[src/rtl/clkmode_pkg.sv]
package clkmode_pkg;

    localparam int ADDR_W    = 8;
    localparam int DATA_W    = 8;
    localparam int MAX_DIV   = 8;
    localparam int CNT_W     = $clog2(MAX_DIV);
    localparam logic [ADDR_W-1:0] REG_ADDR  = 8'h3B;
    localparam logic [DATA_W-1:0] RESET_VAL = 8'h80;

    typedef struct packed {
        logic [1:0] divsel;
        logic       rc;
        logic       xstop;
        logic       ostop;
        logic       stkpg;
        logic [1:0] pmode;
    } cfg_t;

    typedef enum logic [1:0] {
        SEL_ONCHIP = 2'd0,
        SEL_DIV1   = 2'd1,
        SEL_DIV2   = 2'd2,
        SEL_DIV8   = 2'd3
    } sel_t;

    function automatic logic [CNT_W-1:0] ratio_last(input sel_t s);
        case (s)
            SEL_DIV2: ratio_last = CNT_W'(1);
            SEL_DIV8: ratio_last = CNT_W'(MAX_DIV - 1);
            default:  ratio_last = '0;
        endcase
    endfunction

    function automatic sel_t decode_div(input logic [1:0] code);
        case (code)
            2'b00:   decode_div = SEL_DIV2;
            2'b01:   decode_div = SEL_DIV8;
            2'b11:   decode_div = SEL_DIV1;
            default: decode_div = SEL_ONCHIP;
        endcase
    endfunction

endpackage

[src/rtl/clkmode_regfile.sv]
module clkmode_regfile
    import clkmode_pkg::*;
(
    input  logic              clk,
    input  logic              rst,
    input  logic              we,
    input  logic [ADDR_W-1:0] addr,
    input  logic [DATA_W-1:0] wdata,
    output cfg_t              cfg,
    output logic              locked
);

    cfg_t wr;
    logic hit;

    assign wr  = cfg_t'(wdata);
    assign hit = we && (addr == REG_ADDR);

    always_ff @(posedge clk) begin
        if (rst) begin
            cfg    <= cfg_t'(RESET_VAL);
            locked <= 1'b0;
        end else if (hit) begin
            cfg.divsel <= wr.divsel;
            cfg.xstop  <= wr.xstop;
            cfg.ostop  <= wr.ostop;
            cfg.stkpg  <= wr.stkpg;
            if (!locked) begin
                cfg.rc    <= wr.rc;
                cfg.pmode <= wr.pmode;
            end
            locked <= 1'b1;
        end
    end

endmodule

[src/rtl/clkmode_srcsel.sv]
module clkmode_srcsel
    import clkmode_pkg::*;
(
    input  cfg_t cfg,
    input  logic xosc_ready,
    output sel_t req,
    output logic fallback,
    output logic ext_avail
);

    sel_t want;
    logic blocked;

    assign ext_avail = !cfg.xstop && xosc_ready;
    assign want      = decode_div(cfg.divsel);
    assign blocked   = (want == SEL_DIV1) && cfg.rc;

    always_comb begin
        req      = want;
        fallback = 1'b0;
        if (want != SEL_ONCHIP && (!ext_avail || blocked)) begin
            req      = SEL_ONCHIP;
            fallback = 1'b1;
        end
    end

endmodule

[src/rtl/clkmode_divider.sv]
module clkmode_divider
    import clkmode_pkg::*;
(
    input  logic clk,
    input  logic rst,
    input  sel_t req,
    input  logic ext_avail,
    input  logic xin_tick,
    input  logic osc_tick,
    output logic pulse,
    output sel_t act
);

    logic [CNT_W-1:0] cnt;
    logic             ext_act;
    logic             lost;

    assign ext_act = (act != SEL_ONCHIP);
    assign lost    = ext_act && !ext_avail;

    always_comb begin
        if (!ext_act) pulse = osc_tick;
        else          pulse = ext_avail && xin_tick && (cnt == ratio_last(act));
    end

    always_ff @(posedge clk) begin
        if (rst) begin
            act <= SEL_ONCHIP;
            cnt <= '0;
        end else if (pulse || lost) begin
            act <= req;
            cnt <= '0;
        end else if (ext_act && xin_tick) begin
            cnt <= cnt + CNT_W'(1);
        end
    end

endmodule

[src/rtl/clkmode_ctrl.sv]
module clkmode_ctrl
    import clkmode_pkg::*;
(
    input  logic       clk,
    input  logic       rst,
    input  logic       bus_we,
    input  logic [7:0] bus_addr,
    input  logic [7:0] bus_wdata,
    output logic [7:0] bus_rdata,
    input  logic       xosc_ready,
    input  logic       xin_tick,
    input  logic       osc_tick,
    output logic       sys_clk_en,
    output logic       src_onchip,
    output logic       fallback,
    output logic       stack_page,
    output logic       onchip_osc_en,
    output logic       ext_osc_en,
    output logic       ext_is_rc,
    output logic [1:0] proc_mode
);

    cfg_t cfg;
    logic locked;
    sel_t req;
    sel_t act;
    logic ext_avail;

    clkmode_regfile u_regs (
        .clk    (clk),
        .rst    (rst),
        .we     (bus_we),
        .addr   (bus_addr),
        .wdata  (bus_wdata),
        .cfg    (cfg),
        .locked (locked)
    );

    clkmode_srcsel u_sel (
        .cfg        (cfg),
        .xosc_ready (xosc_ready),
        .req        (req),
        .fallback   (fallback),
        .ext_avail  (ext_avail)
    );

    clkmode_divider u_div (
        .clk       (clk),
        .rst       (rst),
        .req       (req),
        .ext_avail (ext_avail),
        .xin_tick  (xin_tick),
        .osc_tick  (osc_tick),
        .pulse     (sys_clk_en),
        .act       (act)
    );

    assign bus_rdata     = (bus_addr == REG_ADDR) ? DATA_W'(cfg) : '0;
    assign src_onchip    = (act == SEL_ONCHIP);
    assign stack_page    = cfg.stkpg;
    assign onchip_osc_en = !cfg.ostop;
    assign ext_osc_en    = !cfg.xstop;
    assign ext_is_rc     = cfg.rc;
    assign proc_mode     = cfg.pmode;

endmodule

[config.mk]
export PLATFORM = sky130hd
export DESIGN_NAME = clkmode_ctrl
export DESIGN_NICKNAME = d
export VERILOG_FILES = /design/src/rtl/clkmode_pkg.sv /design/src/rtl/clkmode_regfile.sv /design/src/rtl/clkmode_srcsel.sv /design/src/rtl/clkmode_divider.sv /design/src/rtl/clkmode_ctrl.sv
export SDC_FILE = /design/constraint.sdc
export NUM_CORES = 1
export LEC_CHECK = 0
export ABC_AREA = 1
export BUFFER_PORTS_ARGS = -buffer_cell sky130_fd_sc_hd__buf_2
export CORE_MARGIN = 8
export CORE_UTILIZATION = 44
export DETAILED_ROUTE_END_ITERATION = 10
export GPL_TIMING_DRIVEN = 0
export HOLD_SLACK_MARGIN = 0.06
export PLACE_DENSITY_LB_ADDON = 0.15
export SYNTH_ARGS = -nofsm -noshare
export SYNTH_HDL_FRONTEND = slang
export SYNTH_SLANG_ARGS = --single-unit
export TNS_END_PERCENT = 50
[constraint.sdc]
create_clock -name clk -period 1.5 [get_ports clk]
set_input_delay 0.3 -clock clk [delete_from_list [all_inputs] [get_ports clk]]
set_output_delay 0.3 -clock clk [all_outputs]
set_load 0.03 [all_outputs]
==> results.py <==
metrics = {
    "run": {
        "drv_cap": 0,
    },
    "timing": {
        "fmax_mhz": 605.5,
        "final_hold_viol_count": 0,
        "tns_ns": -0.1530,
        "timing.final.crit_period_ns": 1.652,
        "maxSlewHeadroom": 0.7153,
        "finalSetupViolations": 2,
        "slew_violations": 0,
        "finalCritPeriodShare": 1.101,
        "rsz0062_at_grt": "yes",
        "skew_ns": 0.002352,
        "worst_pin_slew_ns": 0.4271,
        "fin_ws_ns": -0.1516,
        "hold_ws_ns": 0.1935,
    },
    "global_routing": {
        "grt_pass1_wl_um": 3857,
        "grt_max_degree": 11,
        "grt_usage": 0.1408,
        "antenna_found_initial": 0,
        "grt_pass1_vias": 1000,
        "grt_overflow": 0,
    },
    "synth": {
        "synthesis.nets": 145,
        "async_flop_share": 0,
        "syn_area_um2": 814.5,
        "synth_edf_count": 0,
        "synth_ff_type": "dfxtp_1",
        "yosys.area.top_type": "dfxtp_1",
        "syn_area_per_cell_um2": 6.676,
        "yosys_register_bits": 14,
        "synth_top_area_share": 0.3441,
        "synthDistinctLibCells": 21,
        "ys_seq_area_frac": 0.3441,
        "synth.yosys.warnings": 0,
        "syn-instance-count": 122,
        "synth.area.top_cells": "dfxtp_1, inv_1, nor2_1",
    },
    "clock_tree": {
        "clkLatencyLatePin_ns": 0.29,
        "holdBufCountCts": 0,
        "cts_sinks": 14,
        "htree_levels": 1,
        "clk_path_buf_depth": 2,
        "cts_tree": "done",
        "cts_buffers": 3,
        "root_buffer": "clkbuf_4",
        "clkSlewWorstSetupHoldPaths_ns": 0.09,
    },
    "placed_design": {
        "portBuffers": 38,
        "dp_slack_ns": -0.003363,
        "placed_area_um2": 1036,
        "place.gp.congestion": 0.8129,
        "dp_hpwl_um": 1677,
    },
    "worst_setup_path": {
        "worstSetupPathType": "flop to output port",
        "crit_path_start": "u_div.act[1]",
        "endpoint_kind": "output port",
        "cp_data_required_time_ns": 1.20,
        "startpoint_type": "flop",
        "arrival_ns": 1.35,
        "r2r-start": "u_div.act[1]",
        "path_max_fanout": 7,
    },
    "route": {
        "postRouteAntennaNets": 0,
        "wl_per_cell_um": 11.73,
        "drt_wl_total_um": 2310,
        "vias": 897,
        "drc": 0,
        "dr.pass1.iters": 4,
        "initialDrtViolationCount": 6,
        "via_per_inst": 4.553,
    },
    "die": {
        "rows": 15,
        "die_h_um": 59.03,
        "die_w_um": 59.03,
        "ios": 39,
        "core_area_um2": 1727,
        "initial_core_util": 0.4717,
        "dieArea_um2": 3484,
    },
    "power_and_ir_drop": {
        "ir_drop_mv": 0.5270,
        "leakagePower_nw": 0.5870,
        "power_density_nw_per_um2": 668.0,
    },
    "cells_and_area": {
        "finalInstanceArea_um2": 1215,
        "area_growth_pct": 49.16,
        "finish.utilization": 0.7036,
        "num-nets-final": 196,
        "drive_gt1_frac": 0.4419,
        "antenna_cells": 0,
    },
    "min_path": {
        "hold_path.class": "input port to flop",
        "hp-start": "rst",
    },
    "outcome": {
        "violations": "setup timing",
        "status": "complete, but fails checks",
    },
}
-- state kept, by name (all words and copies together), names as in the netlist --
| name | cells |
|---|---|
| u_regs.locked | 1 |
| u_regs.cfg | 8 |
| u_div.cnt | 3 |
| u_div.act | 2 |
-- layout make-up --
type,count,area [um2]
timing repair buffer,47,282.8
sequential,14,287.8
multi-input combinational,78,460.4
buffer,3,18.77
fill,162,511.7
clock buffer,4,36.28
inverter,26,97.59
tap,25,31.28
-- metal layers --
metal | vias up | GRT usage | part of all wire
li1 | 472 | - | -
met1 | 391 | 0.1390 | 0.42
met2 | 30 | 0.2445 | 0.49
met3 | 4 | 0.06074 | 0.074
met4 | 0 | 0.07167 | 0.013
met5 | - | 0 | 0
-- cell families (layout without fill, tap and decap cells) --
family | after synthesis | in the layout | synth area share
buffers and inverters | 30 | 80 | 0.1567
xor gates and xnor gates | 2 | 2 | 0.02151
AOI/OAI and AO/OA | 17 | 17 | 0.1044
adders and majority gates | 1 | 1 | 0.01536
DFF | 14 | 14 | 0.3441
and+or+nand+nor | 58 | 58 | 0.3579
-- repair_timing --
| action | CTS | global route |
|---|---|---|
| setup endpoints to repair | 8 | 11 |
| setup buffers | 7 | 3 |
| pin swaps | 5 | 10 |
| resized for setup | 11 | 19 |
-- worst paths after layout --
check / cells after the start / slack, ns / end
setup / recovery: 9 / -0.15 / sys_clk_en
hold / removal: 2 / 0.19 / u_regs.locked
setup reg to reg: 11 / 0.11 / u_div.act[1]
hold reg to reg: 2 / 0.49 / u_regs.cfg[2]
-- metrics by stage --
stage / cells / total power [mW]
final: 197 / 0.8116
after global routing: 197 / 0.8450
after detailed placement: 185 / 0.5085
after global placement: 185 / 0.5049
after floorplan: 122 / 0.4638
after CTS: 196 / 0.7978
-- power by group --
| group | switching, mW | internal (mW) |
|---|---|---|
| clock network | 0.132 | 0.148 |
| logic | 0.0815 | 0.0693 |
| registers | 0.00697 | 0.374 |
| total | 0.221 | 0.591 |
-- cells in the final DEF, fill, tap and decap left out, types with 3 or more instances in the layout --
cell type,Yosys,layout
nand2_2,0,4
nand2_1,19,15
o21ai_1,9,9
nand3_1,7,4
dfxtp_1,14,12
inv_2,4,5
buf_4,2,15
nand3_2,2,3
clkbuf_4,0,4
nand4_1,3,3
nor2_1,20,20
inv_1,21,20
a21oi_1,7,6
buf_2,0,31
nor2_4,3,5
-- cell usage after synthesis, types with 2 or more instances --
library cell   n
inv_2          4
a21oi_1        7
nand3_1        7
inv_1         21
nand4_1        3
o21ai_1        9
nor2_1        20
nor2_2         2
nand3_2        2
buf_4          2
nand2_1       19
xor2_1         2
nor2_4         3
dfxtp_1       14
-- worst max-delay path, stage by stage (launching register included) --
cell and delay (ns):
dfxtp_4 0.41, inv_2 0.04, nand2_1 0.06, nand2_1 0.06
nand2_2 0.09, nand2_2 0.07, nor2_4 0.10, nor2_4 0.04
inv_2 0.06, buf_6 0.13
Note: power is estimated with default switching activity, not from simulation.
